`config.mk`:
```
export PLATFORM = sky130hd
export DESIGN_NAME = dma_req_arbiter
export DESIGN_NICKNAME = d
export VERILOG_FILES = /design/src/rtl/dma_arb_pkg.sv /design/src/rtl/dma_arb_req_mask.sv /design/src/rtl/dma_arb_level_stage.sv /design/src/rtl/dma_arb_low_pick.sv /design/src/rtl/dma_arb_grant_reg.sv /design/src/rtl/dma_req_arbiter.sv
export SDC_FILE = /design/constraint.sdc
export NUM_CORES = 1
export LEC_CHECK = 0
export BUFFER_PORTS_ARGS = -buffer_cell sky130_fd_sc_hd__buf_2
export CAP_MARGIN = 30
export CELL_PAD_IN_SITES_DETAIL_PLACEMENT = 1
export CELL_PAD_IN_SITES_GLOBAL_PLACEMENT = 1
export CORE_ASPECT_RATIO = 0.9
export CORE_MARGIN = 5
export CORE_UTILIZATION = 30
export DETAILED_ROUTE_END_ITERATION = 10
export PLACE_DENSITY_LB_ADDON = 0.08
export SLEW_MARGIN = 15
export SYNTH_ARGS = -nofsm -noshare
export SYNTH_HDL_FRONTEND = slang
export SYNTH_SLANG_ARGS = --single-unit
```
`constraint.sdc`:
```
create_clock -name clk -period 2.72 [get_ports clk]
set_input_delay 0.272 -clock clk [delete_from_list [all_inputs] [get_ports clk]]
set_output_delay 0.272 -clock clk [all_outputs]
set_load 0.01 [all_outputs]
```
`src/rtl/dma_arb_pkg.sv`:
```
package dma_arb_pkg;

    localparam int unsigned CH_COUNT_DEF = 7;
    localparam int unsigned LVL_BITS_DEF = 2;

    // Named levels for the default two-bit priority field
    typedef enum logic [1:0] {
        PRI_LOW  = 2'd0,
        PRI_MED  = 2'd1,
        PRI_HIGH = 2'd2,
        PRI_TOP  = 2'd3
    } pri_e;

    // Occupancy of the single service slot
    typedef enum logic {
        SLOT_FREE = 1'b0,
        SLOT_HELD = 1'b1
    } slot_e;

    function automatic int unsigned idx_bits(input int unsigned n);
        return (n > 1) ? $clog2(n) : 1;
    endfunction

endpackage

```
`src/rtl/dma_arb_req_mask.sv`:
```
module dma_arb_req_mask #(
    parameter int unsigned NUM_CH = dma_arb_pkg::CH_COUNT_DEF
) (
    input  logic [NUM_CH-1:0] hw_req,
    input  logic [NUM_CH-1:0] sw_trig,
    input  logic [NUM_CH-1:0] ch_en,
    output logic [NUM_CH-1:0] pend
);

    // A request from either source counts only on an enabled channel
    generate
        for (genvar c = 0; c < NUM_CH; c++) begin : g_ch
            assign pend[c] = (hw_req[c] | sw_trig[c]) & ch_en[c];
        end
    endgenerate

endmodule

```
`src/rtl/dma_arb_level_stage.sv`:
```
module dma_arb_level_stage #(
    parameter int unsigned NUM_CH = dma_arb_pkg::CH_COUNT_DEF,
    parameter int unsigned LVL_W  = dma_arb_pkg::LVL_BITS_DEF
) (
    input  logic [NUM_CH-1:0]       pend,
    input  logic [NUM_CH*LVL_W-1:0] lvl_flat,
    output logic [NUM_CH-1:0]       cand,
    output logic                    any_pend
);

    localparam int unsigned NUM_LVL = 1 << LVL_W;

    logic [NUM_LVL-1:0][NUM_CH-1:0] at_lvl;
    logic [NUM_LVL-1:0]             lvl_hit;
    logic [LVL_W-1:0]               top_lvl;

    // Sort the pending channels into one vector per level
    generate
        for (genvar l = 0; l < NUM_LVL; l++) begin : g_lvl
            for (genvar c = 0; c < NUM_CH; c++) begin : g_ch
                assign at_lvl[l][c] = pend[c] &&
                    (lvl_flat[c*LVL_W +: LVL_W] == LVL_W'(l));
            end
            assign lvl_hit[l] = |at_lvl[l];
        end
    endgenerate

    // First stage: the highest level that has any pending channel
    always_comb begin
        top_lvl = '0;
        for (int l = 0; l < NUM_LVL; l++) begin
            if (lvl_hit[l]) begin
                top_lvl = LVL_W'(l);
            end
        end
    end

    assign cand     = at_lvl[top_lvl];
    assign any_pend = |lvl_hit;

endmodule

```
`src/rtl/dma_arb_low_pick.sv`:
```
module dma_arb_low_pick #(
    parameter int unsigned NUM_CH = dma_arb_pkg::CH_COUNT_DEF,
    parameter int unsigned IDX_W  = dma_arb_pkg::idx_bits(NUM_CH)
) (
    input  logic [NUM_CH-1:0] vec,
    output logic [NUM_CH-1:0] onehot,
    output logic [IDX_W-1:0]  idx
);

    // Second stage: isolate the lowest set bit of the candidate vector
    assign onehot = vec & (~vec + NUM_CH'(1));

    always_comb begin
        idx = '0;
        for (int c = NUM_CH - 1; c >= 0; c--) begin
            if (vec[c]) begin
                idx = IDX_W'(c);
            end
        end
    end

endmodule

```
`src/rtl/dma_arb_grant_reg.sv`:
```
module dma_arb_grant_reg #(
    parameter int unsigned NUM_CH = dma_arb_pkg::CH_COUNT_DEF,
    parameter int unsigned IDX_W  = dma_arb_pkg::idx_bits(NUM_CH)
) (
    input  logic              clk,
    input  logic              rst,
    input  logic              item_done,
    input  logic              win_any,
    input  logic [NUM_CH-1:0] win_onehot,
    input  logic [IDX_W-1:0]  win_idx,
    output logic [NUM_CH-1:0] grant,
    output logic [IDX_W-1:0]  grant_idx,
    output logic              grant_valid
);

    import dma_arb_pkg::*;

    slot_e             slot_q;
    logic [NUM_CH-1:0] grant_q;
    logic [IDX_W-1:0]  idx_q;
    logic              decide;

    // Decisions happen only when the slot is empty or the item ends
    assign decide = (slot_q == SLOT_FREE) || item_done;

    always_ff @(posedge clk) begin
        if (rst) begin
            slot_q  <= SLOT_FREE;
            grant_q <= '0;
            idx_q   <= '0;
        end else if (decide) begin
            slot_q  <= win_any ? SLOT_HELD : SLOT_FREE;
            grant_q <= win_any ? win_onehot : '0;
            idx_q   <= win_any ? win_idx : '0;
        end
    end

    assign grant       = grant_q;
    assign grant_idx   = idx_q;
    assign grant_valid = (slot_q == SLOT_HELD);

endmodule

```
`src/rtl/dma_req_arbiter.sv`:
```
module dma_req_arbiter #(
    parameter int unsigned NUM_CH = dma_arb_pkg::CH_COUNT_DEF,
    parameter int unsigned LVL_W  = dma_arb_pkg::LVL_BITS_DEF,
    localparam int unsigned IDX_W = dma_arb_pkg::idx_bits(NUM_CH)
) (
    input  logic                    clk,
    input  logic                    rst,
    input  logic [NUM_CH-1:0]       hw_req,
    input  logic [NUM_CH-1:0]       sw_trig,
    input  logic [NUM_CH-1:0]       ch_en,
    input  logic [NUM_CH*LVL_W-1:0] pri_lvl,
    input  logic                    item_done,
    output logic [NUM_CH-1:0]       grant,
    output logic [IDX_W-1:0]        grant_idx,
    output logic                    grant_valid
);

    logic [NUM_CH-1:0] pend;
    logic [NUM_CH-1:0] cand;
    logic              any_pend;
    logic [NUM_CH-1:0] win_onehot;
    logic [IDX_W-1:0]  win_idx;

    dma_arb_req_mask #(.NUM_CH(NUM_CH)) u_mask (
        .hw_req  (hw_req),
        .sw_trig (sw_trig),
        .ch_en   (ch_en),
        .pend    (pend)
    );

    dma_arb_level_stage #(.NUM_CH(NUM_CH), .LVL_W(LVL_W)) u_level (
        .pend     (pend),
        .lvl_flat (pri_lvl),
        .cand     (cand),
        .any_pend (any_pend)
    );

    dma_arb_low_pick #(.NUM_CH(NUM_CH), .IDX_W(IDX_W)) u_pick (
        .vec    (cand),
        .onehot (win_onehot),
        .idx    (win_idx)
    );

    dma_arb_grant_reg #(.NUM_CH(NUM_CH), .IDX_W(IDX_W)) u_hold (
        .clk         (clk),
        .rst         (rst),
        .item_done   (item_done),
        .win_any     (any_pend),
        .win_onehot  (win_onehot),
        .win_idx     (win_idx),
        .grant       (grant),
        .grant_idx   (grant_idx),
        .grant_valid (grant_valid)
    );

endmodule

```
## Word level (Yosys, flattened, before mapping)

Cells that the tools add are included.

- $add $sub $neg: 1
- $lt $le $gt $ge: 1
- Eq/ne operators: 21
- Muxes and demuxes: 15
- Bitwise logic cells: 17
- Reduce and logical (&&, ||, !) cells: 40

Operators with widths:

| kind | count |
|---|---|
| $eq A2 B2 Y1 const B | 14 |
| $logic_and A1 B1 Y1 | 28 |
| $reduce_or A28 Y1 | 1 |
| $mux W3 | 8 |
| $reduce_or A7 Y1 | 3 |
| $bmux W7 S2 | 1 |
| $eq A2 B1 Y1 const B | 7 |
| $logic_not A2 Y1 | 7 |
| $mux W7 | 2 |
| $add A7 B1 Y7 const B | 1 |
| $and A1 B1 Y1 | 7 |
| $and A7 B7 Y7 | 1 |
| $not A7 Y7 | 1 |
| $or A1 B1 Y1 | 7 |
| $mux W2 | 2 |
| $lt A2 B3 Y1 const B | 1 |
| $mux W1 | 2 |
| $logic_or A1 B1 Y1 | 1 |
| $not A1 Y1 | 1 |

- Register bits: 11
- Word-level logic and storage cells: 98

## Longest topological paths before layout

- Depth in word-level cells: 17
- Gate-level depth with buffers: 9
- Depth with buffers taken out: 9

## Hierarchy

From an unflattened synthesis, not the netlist that was laid out.

- Cell total of the unflattened synthesis: 151
- Area total of the unflattened synthesis: 1096.1 um^2

Modules (own cells, without submodules):

| module | instances | cells each | area an instance (um^2) | sequential area each (um^2) |
|---|---|---|---|---|
| dma_arb_level_stage | 1 | 79 | 523.0 | 0.0 |
| dma_arb_grant_reg | 1 | 49 | 399.1 | 220.2 |
| dma_arb_low_pick | 1 | 16 | 121.4 | 0.0 |
| dma_arb_req_mask | 1 | 7 | 52.6 | 0.0 |

## Least setup slack after synthesis

Ideal clock, no wire load.

- Path type: input to register
- From: input sw_trig[6]
- To: register u_hold.grant_q[6] (netlist: u_hold.grant[6])
- Arrival: 2.005 ns
- Data required time: 2.588 ns
- Path slack: 0.583 ns
- Stages: 9
- Path buffers: 0
- Cell sequence: o21a_1 > and3_4 > nor4_4 > nand3_4 > or3_4 > o211a_4 > nand4b_2 > nand2b_1 > a21oi_1

- Longest elaborated chain between the ends: 13

Ends and longest elaborated chain:

| element | RTL line | RTL |
|---|---|---|
| start: declaration | dma_req_arbiter.sv:9 | `input logic [NUM_CH-1:0] sw_trig,` |
| $or A1 B1 Y1 * | dma_arb_req_mask.sv:13 | `assign pend[c] = (hw_req[c] \| sw_trig[c]) & ch_en[c];` |
| $and A1 B1 Y1 * | dma_arb_req_mask.sv:13 |  |
| $logic_and A1 B1 Y1 | dma_arb_level_stage.sv:21 | `assign at_lvl[l][c] = pend[c] &&` |
| $reduce_or A7 Y1 | dma_arb_level_stage.sv:24 | `assign lvl_hit[l] = \|at_lvl[l];` |
| $mux W1 | dma_arb_level_stage.sv:32 | `if (lvl_hit[l]) begin` |
| $mux W2 (2 in series) | dma_arb_level_stage.sv:32 |  |
| $bmux W7 S2 | dma_arb_level_stage.sv:38 | `assign cand = at_lvl[top_lvl];` |
| $mux W7 (not written as such) | dma_arb_level_stage.sv:38 |  |
| $not A7 Y7 | dma_arb_low_pick.sv:11 | `assign onehot = vec & (~vec + NUM_CH'(1));` |
| $add A7 B1 Y7 | dma_arb_low_pick.sv:11 |  |
| $and A7 B7 Y7 | dma_arb_low_pick.sv:11 |  |
| $mux W7 * | dma_arb_grant_reg.sv:33 | `grant_q <= win_any ? win_onehot : '0;` |
| end signal: assignment | dma_arb_grant_reg.sv:33 |  |
| end: declaration | dma_arb_grant_reg.sv:19 | `logic [NUM_CH-1:0] grant_q;` |

Mark *: on every way between the ends. The rest lies on a longest branch, timed or not. The select of a mux whose other input is x is not followed.
A chain may end at the register's enable or synchronous reset.

## Worst setup path in the final report

- From: input sw_trig[5]
- To: register u_hold.grant_q[4] (netlist: u_hold.grant[4])

Same word-level chain as after synthesis.

==> results.json <==
{
  "critPathRequiredTime_ps": 2850,
  "ys_seq_elements": 11,
  "slowest_delay_ps": 390,
  "io_pins": 49,
  "syn_inst": 132,
  "finalCritPeriodShare": 0.833,
  "placed_area_mm2": 0.00136,
  "die-area_mm2": 0.00489,
  "pwr_density_cell_mw_per_mm2": 407,
  "arrival_ps": 2390,
  "start_util": 0.314,
  "drv_slew": 0,
  "leakagePower_nw": 0.594,
  "skew_ps": 6.30,
  "cts_hold_buf": 0,
  "stdcell_count": 226,
  "use_met1": 0.195,
  "syn_avg_cell_area_um2": 8.15,
  "crit_top_cell": "o2111ai_1",
  "rows": 20,
  "clkSlewWorstSetupHoldPaths_ps": 50,
  "num_antenna_cells": 0,
  "place.detailed.hpwl_um": 3040,
  "regToRegSetupSlack_ps": 1290,
  "async_flop_share": 0,
  "die_x_um": 73.1,
  "finalHoldViolCount": 0,
  "setup_ws_ps": 454,
  "cts_inserted_buffers": 3,
  "period_needed_ps": 2270,
  "fillCellCount": 438,
  "globalRouteTotalUtil": 0.152,
  "antenna_found_initial": 0,
  "synth_edf_count": 0,
  "vias": 1219,
  "final_core_utilization": 0.411,
  "ys.flop_type": "dfxtp_1",
  "critical_path_class": "primary input to register",
  "hold_start": "rst",
  "start_kind": "primary input",
  "drt_iter0_markers": 37,
  "yosysWarnings": 0,
  "preCtsSetupSlack_ps": 170,
  "cts_buffer_depth": 2,
  "cap_viol_max_count": 0,
  "met3_usage": 0.0271,
  "finalInstanceArea_mm2": 0.00141,
  "first_global_vias": 1250,
  "cts-root-buf": "clkbuf_8",
  "timing.fmax_ghz": 0.441,
  "dp.cells": 222,
  "grt_pass1_wl_um": 5780,
  "cts_resized": 0,
  "critPathLaunch": "sw_trig[5]",
  "regArea_um2": 220,
  "multi_input_area_um2": 830,
  "cts_tree": "built",
  "wirelength_um": 3570,
  "synth_fp_nets": 170,
  "drive_above_1_share": 0.401,
  "cp_cell_sequence": "buf_2, o2111ai_1, o2111ai_1, nor4_4, nand3_4, or3_4, o211a_4, nand4b_2, o2bb2a_4, nor2_1",
  "met2_usage": 0.262,
  "nets": 221,
  "synthToLayoutAreaGrowth_pct": 31.0,
  "clock_latency_ps": 240,
  "postCtsSetupBuffers": 0,
  "coreArea_mm2": 0.00343,
  "cpLargestDelayFamily": "simple AND/OR/NAND/NOR gates",
  "viasPerCell": 5.39,
  "synth_cell_types": 53,
  "busiest_layer": "met2",
  "gp_congestion": 0.853,
  "cp_max_fo": 9,
  "fin_total_pwr_mw": 0.574,
  "yosysSeqAreaShare": 0.205,
  "syn-cell-area_mm2": 0.00108,
  "rsz0062_at_grt": "no",
  "die_h_um": 66.8,
  "rr_startpoint": "u_hold.grant_valid$_SDFFE_PP0P_",
  "port_buffers": 48,
  "ir_worst_vdd_mv": 0.274,
  "whs_ps": 344,
  "htreeDepth": 1,
  "routedWlPerCell_um": 15.8,
  "grt_max_degree": 12,
  "cp-end-kind": "register",
  "ant_nets": 0,
  "relSlewSlack": 0.503,
  "setup_violations": 0,
  "tightestPinTransition_ps": 744,
  "cpMaxStageDelayCell": "or3_4",
  "status": "complete, no violations",
  "setup_tns_ps": 0,
  "hold_class": "primary input to register",
  "drc": 0,
  "clock_sinks": 11,
  "first_pass_iters": 4,
  "crit_buf_inv": 1,
  "grt.overflow.total": 0
}
[flip-flops by register name (all words and copies together), names as in the netlist]
| signal | flops |
|---|---|
| u_hold.grant | 7 |
| u_hold.grant_valid | 1 |
| u_hold.grant_idx | 3 |
[layout by cell type (no fill, tap or decap), types with 4 or more instances in the layout]
cell type,count
a21oi_1,7
buf_2,48
dfxtp_1,11
inv_1,5
nand2_1,12
nor2_1,17
nor3_1,10
nor3b_1,6
o2111ai_1,4
o21ai_1,5
[logic make-up after synthesis]
kind of cell	count (synthesis)	share of synthesized area
simple gates	60	0.330
compound gates	48	0.390
flops	11	0.205
buf+inv	7	0.0244
xor+xnor	4	0.0326
mux	2	0.0186
[synth_stat cells, types with 2 or more instances]
master	count	area [um^2]
a21oi_1	7	35.0
nor3_1	10	50.1
nor2_1	17	63.8
o2111ai_1	4	35.0
nor3b_1	6	45.0
dfxtp_1	11	220
o21ai_1	5	25.0
nand2_1	12	45.0
inv_1	5	18.8
mux2i_1	2	20.0
o211ai_1	2	15.0
o21ai_0	3	15.0
xor2_1	3	26.3
nand2b_1	2	12.5
a21oi_2	2	17.5
o2bb2a_4	2	40.0
a22oi_1	3	22.5
[final timing paths]
| check | endpoint | depth (start not counted) |
|---|---|---|
| worst max-delay path | u_hold.grant[4]$_SDFFE_PP0P_ | 10 |
| worst min-delay path | u_hold.grant_idx[1]$_SDFFE_PP0P_ | 2 |
| worst max register to register | u_hold.grant[3]$_SDFFE_PP0P_ | 6 |
| worst min register to register | u_hold.grant_idx[1]$_SDFFE_PP0P_ | 2 |
[power breakdown]
part,total [mW],internal [mW],switching (mW)
clock network,0.163,0.101,0.0624
logic,0.232,0.0981,0.134
registers,0.178,0.172,0.00561
[area by class of cell]
type	count	share of cell area
timing repair buffer	48	0.170
inverter	5	0.0133
clock inverter	1	0.00355
sequential	11	0.156
tap	44	0.0390
clock buffer	3	0.0293
multi-input combinational	114	0.588
[routing by layer]
| layer | share of wire | routed length, um |
|---|---|---|
| met5 | 0 | 0 |
| met4 | 0.011 | 40 |
| met3 | 0.047 | 169 |
| met2 | 0.48 | 1730 |
| met1 | 0.46 | 1630 |
Note: power is estimated with default switching activity, not from simulation.
